File: config.mk
export PLATFORM = sky130hd
export DESIGN_NAME = sbDatapath
export DESIGN_NICKNAME = d
export VERILOG_FILES = /design/src/rtl/sbdp_pkg.sv /design/src/rtl/sbdpControl.sv /design/src/rtl/sbdpDatapath.sv /design/src/rtl/sbDatapath.sv
export SDC_FILE = /design/constraint.sdc
export NUM_CORES = 1
export LEC_CHECK = 0
export BUFFER_PORTS_ARGS = -buffer_cell sky130_fd_sc_hd__buf_2
export CORE_UTILIZATION = 30
export DETAILED_ROUTE_END_ITERATION = 7
export SETUP_SLACK_MARGIN = 0.2
export SLEW_MARGIN = 20
export SYNTH_ARGS = -nofsm -noshare
export SYNTH_HDL_FRONTEND = slang
export SYNTH_SLANG_ARGS = --single-unit
File: constraint.sdc
create_clock -name clk -period 5.99 [get_ports clk]
set_clock_uncertainty 0.1 [all_clocks]
set_input_delay 1.4975 -clock clk [delete_from_list [all_inputs] [get_ports clk]]
set_output_delay 1.4975 -clock clk [all_outputs]
set_load 0.005 [all_outputs]
File: src/rtl/sbdp_pkg.sv
package sbdp_pkg;
  parameter int DW    = 32;
  parameter int NREGS = 4;
  parameter int NSRC  = NREGS + 4;
  parameter int SRC_PC  = NREGS;
  parameter int SRC_Z   = NREGS + 1;
  parameter int SRC_MDR = NREGS + 2;
  parameter int SRC_OFF = NREGS + 3;

  typedef enum logic [2:0] {
    ALU_ADD  = 3'd0,
    ALU_SUB  = 3'd1,
    ALU_AND  = 3'd2,
    ALU_OR   = 3'd3,
    ALU_XOR  = 3'd4,
    ALU_PASA = 3'd5,
    ALU_PASB = 3'd6,
    ALU_NOTB = 3'd7
  } aluOp_e;

  typedef struct packed {
    logic [NSRC-1:0]  drive;
    logic [NREGS-1:0] regLoad;
    logic             pcLoad;
    logic             irLoad;
    logic             yLoad;
    logic             zLoad;
    logic             marLoad;
    logic             mdrBusLoad;
    logic             mdrMemLoad;
    logic             mdrDriveMem;
    logic             useConst;
    logic             carry;
    aluOp_e           aluOp;
  } strobes_t;
endpackage

File: src/rtl/sbdpControl.sv
module sbdpControl
  import sbdp_pkg::*;
(
  input  logic             clk,
  input  logic             rstN,
  input  logic [NREGS-1:0] regOutEn,
  input  logic [NREGS-1:0] regInEn,
  input  logic             pcOut,
  input  logic             pcIn,
  input  logic             irIn,
  input  logic             offsetOut,
  input  logic             yIn,
  input  logic             constSel,
  input  logic             zIn,
  input  logic             zOut,
  input  logic             marIn,
  input  logic             mdrIn,
  input  logic             mdrOut,
  input  logic             mdrInMem,
  input  logic             mdrOutMem,
  input  logic [2:0]       aluFunc,
  input  logic             carryIn,
  input  logic             memRead,
  input  logic             memWrite,
  input  logic             memDone,
  output strobes_t         strobes,
  output logic             busConflict,
  output logic             memReadReq,
  output logic             memWriteReq,
  output logic             memWait
);
  localparam int CNT_W = $clog2(NSRC + 1);

  logic [NSRC-1:0] driveVec;
  logic [CNT_W-1:0] driverCount;

  assign driveVec = {offsetOut, mdrOut, zOut, pcOut, regOutEn};

  always_comb begin
    driverCount = '0;
    for (int i = 0; i < NSRC; i++) begin
      driverCount = driverCount + CNT_W'(driveVec[i]);
    end
  end

  assign busConflict = (driverCount > CNT_W'(1));

  always_comb begin
    strobes             = '0;
    strobes.drive       = driveVec;
    strobes.regLoad     = regInEn;
    strobes.pcLoad      = pcIn;
    strobes.irLoad      = irIn;
    strobes.yLoad       = yIn;
    strobes.zLoad       = zIn;
    strobes.marLoad     = marIn;
    strobes.mdrBusLoad  = mdrIn;
    strobes.mdrMemLoad  = mdrInMem & memDone;
    strobes.mdrDriveMem = mdrOutMem;
    strobes.useConst    = constSel;
    strobes.carry       = carryIn;
    strobes.aluOp       = aluOp_e'(aluFunc);
  end

  always_ff @(posedge clk or negedge rstN) begin
    if (!rstN) begin
      memReadReq  <= 1'b0;
      memWriteReq <= 1'b0;
    end else begin
      memReadReq  <= memRead  | (memReadReq  & ~memDone);
      memWriteReq <= memWrite | (memWriteReq & ~memDone);
    end
  end

  assign memWait = (memReadReq | memWriteReq) & ~memDone;
endmodule

File: src/rtl/sbdpDatapath.sv
module sbdpDatapath
  import sbdp_pkg::*;
#(
  parameter logic [DW-1:0] RESET_PC  = '0,
  parameter logic [DW-1:0] CONST_VAL = DW'(4),
  parameter int            OFF_W     = 12
) (
  input  logic          clk,
  input  logic          rstN,
  input  strobes_t      strobes,
  input  logic [DW-1:0] memRdData,
  output logic [DW-1:0] busValue,
  output logic [DW-1:0] memAddr,
  output logic [DW-1:0] memWrData,
  output logic [DW-1:0] irWord,
  output logic          negFlag
);
  localparam int EXT_W = DW - OFF_W;

  logic [DW-1:0] regFile [NREGS];
  logic [DW-1:0] pcReg, irReg, yReg, zReg, marReg, mdrReg;
  logic [DW-1:0] srcVal [NSRC];
  logic [DW-1:0] opA, aluOut, offsetExt;

  assign offsetExt = {{EXT_W{irReg[OFF_W-1]}}, irReg[OFF_W-1:0]};

  for (genvar g = 0; g < NREGS; g++) begin : gRegFile
    assign srcVal[g] = regFile[g];
    always_ff @(posedge clk or negedge rstN) begin
      if (!rstN)                   regFile[g] <= '0;
      else if (strobes.regLoad[g]) regFile[g] <= busValue;
    end
  end

  assign srcVal[SRC_PC]  = pcReg;
  assign srcVal[SRC_Z]   = zReg;
  assign srcVal[SRC_MDR] = mdrReg;
  assign srcVal[SRC_OFF] = offsetExt;

  always_comb begin
    busValue = '0;
    for (int i = 0; i < NSRC; i++) begin
      busValue = busValue | (srcVal[i] & {DW{strobes.drive[i]}});
    end
  end

  assign opA = strobes.useConst ? CONST_VAL : yReg;

  always_comb begin
    unique case (strobes.aluOp)
      ALU_ADD:  aluOut = opA + busValue + DW'(strobes.carry);
      ALU_SUB:  aluOut = opA - busValue;
      ALU_AND:  aluOut = opA & busValue;
      ALU_OR:   aluOut = opA | busValue;
      ALU_XOR:  aluOut = opA ^ busValue;
      ALU_PASA: aluOut = opA;
      ALU_PASB: aluOut = busValue;
      ALU_NOTB: aluOut = ~busValue;
      default:  aluOut = '0;
    endcase
  end

  always_ff @(posedge clk or negedge rstN) begin
    if (!rstN) begin
      pcReg   <= RESET_PC;
      irReg   <= '0;
      yReg    <= '0;
      zReg    <= '0;
      marReg  <= '0;
      mdrReg  <= '0;
      negFlag <= 1'b0;
    end else begin
      if (strobes.pcLoad)  pcReg  <= busValue;
      if (strobes.irLoad)  irReg  <= busValue;
      if (strobes.yLoad)   yReg   <= busValue;
      if (strobes.marLoad) marReg <= busValue;
      if (strobes.zLoad) begin
        zReg    <= aluOut;
        negFlag <= aluOut[DW-1];
      end
      if (strobes.mdrMemLoad)      mdrReg <= memRdData;
      else if (strobes.mdrBusLoad) mdrReg <= busValue;
    end
  end

  assign memAddr   = marReg;
  assign irWord    = irReg;
  assign memWrData = strobes.mdrDriveMem ? mdrReg : '0;
endmodule

File: src/rtl/sbDatapath.sv
module sbDatapath
  import sbdp_pkg::*;
#(
  parameter logic [DW-1:0] RESET_PC  = '0,
  parameter logic [DW-1:0] CONST_VAL = DW'(4),
  parameter int            OFF_W     = 12
) (
  input  logic             clk,
  input  logic             rstN,
  input  logic [NREGS-1:0] regOutEn,
  input  logic [NREGS-1:0] regInEn,
  input  logic             pcOut,
  input  logic             pcIn,
  input  logic             irIn,
  input  logic             offsetOut,
  input  logic             yIn,
  input  logic             constSel,
  input  logic             zIn,
  input  logic             zOut,
  input  logic             marIn,
  input  logic             mdrIn,
  input  logic             mdrOut,
  input  logic             mdrInMem,
  input  logic             mdrOutMem,
  input  logic [2:0]       aluFunc,
  input  logic             carryIn,
  input  logic             memRead,
  input  logic             memWrite,
  input  logic             memDone,
  input  logic [DW-1:0]    memRdData,
  output logic [DW-1:0]    memAddr,
  output logic [DW-1:0]    memWrData,
  output logic             memReadReq,
  output logic             memWriteReq,
  output logic             memWait,
  output logic [DW-1:0]    busValue,
  output logic             busConflict,
  output logic [DW-1:0]    irWord,
  output logic             negFlag
);
  strobes_t strobes;

  sbdpControl u_ctrl (
    .clk(clk), .rstN(rstN),
    .regOutEn(regOutEn), .regInEn(regInEn),
    .pcOut(pcOut), .pcIn(pcIn), .irIn(irIn), .offsetOut(offsetOut),
    .yIn(yIn), .constSel(constSel), .zIn(zIn), .zOut(zOut),
    .marIn(marIn), .mdrIn(mdrIn), .mdrOut(mdrOut),
    .mdrInMem(mdrInMem), .mdrOutMem(mdrOutMem),
    .aluFunc(aluFunc), .carryIn(carryIn),
    .memRead(memRead), .memWrite(memWrite), .memDone(memDone),
    .strobes(strobes), .busConflict(busConflict),
    .memReadReq(memReadReq), .memWriteReq(memWriteReq), .memWait(memWait)
  );

  sbdpDatapath #(
    .RESET_PC(RESET_PC), .CONST_VAL(CONST_VAL), .OFF_W(OFF_W)
  ) u_dp (
    .clk(clk), .rstN(rstN), .strobes(strobes), .memRdData(memRdData),
    .busValue(busValue), .memAddr(memAddr), .memWrData(memWrData),
    .irWord(irWord), .negFlag(negFlag)
  );
endmodule

# Word-level counts from Yosys, hierarchy flattened
# Index checks and enable logic that the tools add are counted.
dict set report classes {
  div_mod_pow 0
  n_bitwise 27
  n_addsub 10
  mux 5
  n_shift 0
  eq_ne 7
  n_mul 0
  n_reduce_logical 2
  magnitude_cmp 1
}
# operator count
set ops {}
lappend ops {{32-bit bitwise AND} 9}
lappend ops {{32-bit bitwise OR} 8}
lappend ops {{32-bit case mux with 8 select lines} 1}
lappend ops {{32-bit 2-to-1 mux} 4}
lappend ops {{32-bit by 1-bit adder with 32-bit output} 1}
lappend ops {{32-bit adder} 1}
lappend ops {{32-bit NOT} 1}
lappend ops {{32-bit subtractor} 1}
lappend ops {{32-bit XOR} 1}
lappend ops {{4-bit by 1-bit adder with 4-bit output} 6}
lappend ops {{3-bit == test (second input constant)} 4}
lappend ops {{3-bit by 2-bit == test with 1-bit output (second input constant)} 2}
lappend ops {{1-bit bitwise AND} 4}
lappend ops {{4-bit by 1-bit > comparator with 1-bit output (second input constant)} 1}
lappend ops {{3-bit by 1-bit == test with 1-bit output (second input constant)} 1}
lappend ops {{3-bit logical NOT} 1}
lappend ops {{1-bit bitwise OR} 3}
lappend ops {{1-bit by 1-bit adder with 2-bit output} 1}
lappend ops {{2-bit nonzero test} 1}
lappend ops {{1-bit NOT} 1}
dict set report totals {
  register_bits 323
  out_inout_bits 133
  inputBits 62
  latchBits 0
  mem_bits_ro 0
  n_memories 0
  mem_bits_rw 0
}

# Depth between registers and ports, before layout
dict set report logic_depth {
  word_depth 11
  ltp_mapped 20
  ltp_nobuf 17
}

# Cells and area by module
# Synthesis repeated with hierarchy kept, for this count alone.
dict set report unflattened {
  hier_cells 2345
  area_unflattened_um2 19486.2
}
# module cells_each area_each_um2 n_inst
set by_module_without_submodules {}
lappend by_module_without_submodules {sbdpDatapath 2292 19042.0 1}
lappend by_module_without_submodules {sbdpControl 53 444.2 1}

# Worst setup path after synthesis
# OpenSTA, ideal clock, no wires.
dict set report synth_path {
  path_type {input port to output port}
  startpoint {in pcOut}
  endpoint {out busConflict}
  setup_slack_ps 32
  path_stages 10
  arrival_time_ps 4360
  path_buffers 3
  path_cell_list {clkbuf_1 clkbuf_1 buf_1 inv_1 fa_1 fa_1 fa_1 inv_1 fa_1 nand2b_1}
}
dict set report synth_via {
  elab_chain_len 5
}
# element line
set synth_rtl {}
lappend synth_rtl {{start, declared} sbDatapath.sv:12} ;# input logic pcOut,
lappend synth_rtl {{4-bit by 1-bit adder with 4-bit output (4 in a row)} sbdpControl.sv:42} ;# driverCount = driverCount + CNT_W'(driveVec[i]);
lappend synth_rtl {{4-bit by 1-bit > comparator with 1-bit output} sbdpControl.sv:46} ;# assign busConflict = (driverCount > CNT_W'(1));
lappend synth_rtl {{end, declared} sbDatapath.sv:37} ;# output logic busConflict,
# No other way between the ends.

# Worst setup path in the final report
dict set report layout_path {
  startpoint {in regOutEn[1]}
  endpoint {out busConflict}
}
dict set report layout_via {
  elab_chain_len 8
}
# element line
set layout_rtl {}
lappend layout_rtl {{start, declared} sbDatapath.sv:10} ;# input logic [NREGS-1:0] regOutEn,
lappend layout_rtl {{1-bit by 1-bit adder with 2-bit output} sbdpControl.sv:42}
lappend layout_rtl {{4-bit by 1-bit adder with 4-bit output (6 in a row)} sbdpControl.sv:42}
lappend layout_rtl {{4-bit by 1-bit > comparator with 1-bit output} sbdpControl.sv:46}
# No other way between the ends.

==> results.md <==
- Post-CTS Resized: 0
- Pwr Total: 5.58 mW
- Synth area leader: dfrtp_1
- Sequential share of the synthesized area: 41.9%
- Pin count of the biggest net entering global routing: 103
- Buf/Inv on CP: 4
- Hold Crit Class: reg -> reg
- Initial antenna violation count: 5
- Worst path max stage delay: 0.49 ns
- Distinct cell type count of the synthesized netlist: 82
- Root Buffer: clkbuf_16
- Leak pwr: 8.52 nW
- CTS tree: done
- Total CTS buffers: 37
- Critical Path Source Type: input port
- Most frequent cells in the layout: 373 x a21oi_1, 357 x nor2_1, 322 x dfrtp_1
- Slew Limit Fails: 0
- I/O pin cnt: 195
- Syn. warnings: 0
- CP top delay family: adder cells
- CTS Sinks: 322
- CTS max path bufs: 3
- Die X: 255 µm
- CTS H-tree lvls: 2
- P&R area growth vs syn: 16.6%
- Worst Tran Pin Value: 0.868 ns
- Clock insertion delay at the later pin of the skew report: 0.56 ns
- Main flop type after synthesis: dfrtp_1
- Reg clk slew, reported paths: 0.06 ns
- Synthesized area per cell: 8.41 µm²
- Core box area: 63,200 µm²
- DRC: 0
- Worst EP arrival: 4.05 ns
- Crit Path Max Fanout: 4
- Cell Rows: 92
- First-pass iteration count of the detailed router: 6
- Cell mode on critical path: fa_1
- Global-route wire length before repair: 105,000 µm
- Vias: 17,800
- Layout cells sized above 1: 15.8%
- DP HPWL: 49,600 µm
- Setup violators final: 0
- Vias in the first global route: 16,800
- Most common cell after layout, fill and taps aside: a21oi_1
- Total gr overflow: 0
- Status: finished, final reports clean
- Die Area: 65,100 µm²
- Pwr dens: 249 nW/µm²
- CP endpoint kind: output pin
- Die Height: 255 µm
- Slew margin rel.: 42.1%
- Seq cells post-synth: 322
- Final Wtd Congestion: 0.911
- Asr flop ratio synth: 100%
- Post-Syn Nets: 2,443
- Drt total wl: 69,900 µm
- Final Hold Fails: 0
- CP Class: in -> out
- Synthesized area: 19,200 µm²
- Nets@finish: 2,568
- RSZ-0062 raised after global routing: no
- CP cell instances: buf_2, ha_1, inv_1, fa_1, fa_1, fa_1, inv_1, fa_1, nand2b_1, buf_2
- CP max stage cell: fa_1
- Post-DRT Antenna Nets: 0
- Cells after synthesis: 2,284
- Avg Vias per Cell: 5.42
- Hold Buf Count CTS: 0
- Max_cap viols: 0
- Period Utilization, post-route: 94.2%
- Min Tclk post-route: 5.64 ns
- Fmax: 177 MHz
- Setup bufs post-CTS: 0
- Post-synth EDFFs: 0
- Initial core utilization: 30.4%
- CP required: 4.39 ns
- Port Buffers: 194
- VDD IR-drop max: 156 µV
- DR WL/cell: 21.3 µm
- Top-area cell type share of the netlist area: 41.9%
- Post-route setup TNS: 0 ns
- Fillers: 6,458
- Total track usage: 21.3%
- Area contributors post-synth: dfrtp_1 42%, a21oi_1 9.7%, nor2_1 7.0%
- Initial DRC Count: 1,746
==> cells by family (layout without fill, tap and decap cells) <==
kind of cell,Yosys count,count (layout),share of synthesized area (%)
other cells,0,1,0
buf+inv,307,459,6.63
flops,322,322,41.9
simple gates,688,688,15.9
compound gates,816,816,26.1
xor+xnor,41,41,1.91
mux,13,13,0.892
fa+ha+maj,97,97,6.59
==> worst reg2reg max path: cells and delay by family (launching register included) <==
kind | cells | cell delay (ns)
AO/OA/AOI/OAI | 8 | 1.84
AND/OR/NAND/NOR | 4 | 0.80
buffers and inverters | 1 | 0.12
XOR/XNOR | 1 | 0.10
flip-flops | 1 | 0.49
adder cells (fa/ha/maj) | 2 | 0.94
==> power by group <==
group	internal (mW)	switching (mW)	total, mW
sequential	2.24	0.0805	2.32
clock	1.50	0.972	2.47
combinational	0.274	0.513	0.787
total	4.01	1.56	5.58
==> path summary, 6_finish.rpt <==
path | start | slack [ns] | cells after the start | end
min reg2reg | u_dp.zReg[17] | 0.39 | 1 | u_dp.zReg[17]
max reg2reg | u_dp.mdrReg[0] | 1.48 | 16 | u_dp.zReg[28]
min | u_dp.zReg[17] | 0.39 | 1 | u_dp.zReg[17]
max | regOutEn[1] | 0.35 | 10 | busConflict
min in group asynchronous | rstN | 0.88 | 1 | u_dp.yReg[19]
max in group asynchronous | rstN | 3.81 | 2 | u_dp.irWord[0]
==> area by class of cell <==
type	instances	area [µm²]	share of cell area, %
Clock buffer	49	1050	4.69
Sequential cell	322	8060	36.0
Multi-Input combinational cell	1655	9880	44.1
Inverter	115	434	1.94
Tap cell	846	1060	4.73
Clock inverter	17	248	1.11
Antenna cell	1	2.50	0.0112
Timing Repair Buffer	278	1670	7.44
==> synthesized netlist by cell type (11+ instances only) <==
cell type and number:
o221ai_1 15, inv_1 107, nand2_1 159, o21bai_1 14
o31ai_1 11, o21ai_0 150, a211oi_1 13, and2_1 34
ha_1 90, a221oi_1 27, a21oi_1 373, and4_1 29
nand2b_1 41, dfrtp_1 322, nand3_1 15, o22ai_1 14
nor2_1 357, clkbuf_1 142, nor3_1 20, a31oi_1 12
xnor2_1 33, a22o_1 18, o211ai_1 16, a22oi_1 79
buf_1 28
==> metrics by stage <==
step	util, %	cell area, µm²	worst slack [ns]	hold WS [ns]	std cells
2_1_floorplan	-	19200	0.224	0.364	2284
3_3_place_gp	33.4	21100	0.328	0.382	3216
3_5_place_dp	33.4	21100	0.288	0.384	3216
4_1_cts	35.4	22400	0.335	0.397	3282
5_1_grt	35.4	22400	0.261	0.440	3282
6_report	35.4	22400	0.346	0.395	3283
==> flip-flops by register name, summed over array words and instances (netlist names) <==
signal and count:
u_ctrl.memWriteReq 1, u_dp.pcReg 32, u_ctrl.memReadReq 1, u_dp.zReg 32, u_dp.irWord 32, u_dp.memAddr 32, u_dp.yReg 32, u_dp.mdrReg 32
u_dp.regFile 128
==> routing by layer <==
layer | part of all wire (%) | vias up | global-route usage (%)
met1 | 45 | 8734 | 30.2
met2 | 43 | 717 | 31.8
met3 | 8.7 | 112 | 4.54
met4 | 2.7 | 6 | 7.17
li1 | - | 8230 | -
met5 | 0.21 | - | 1.43
(Power assumes the default switching activity.)
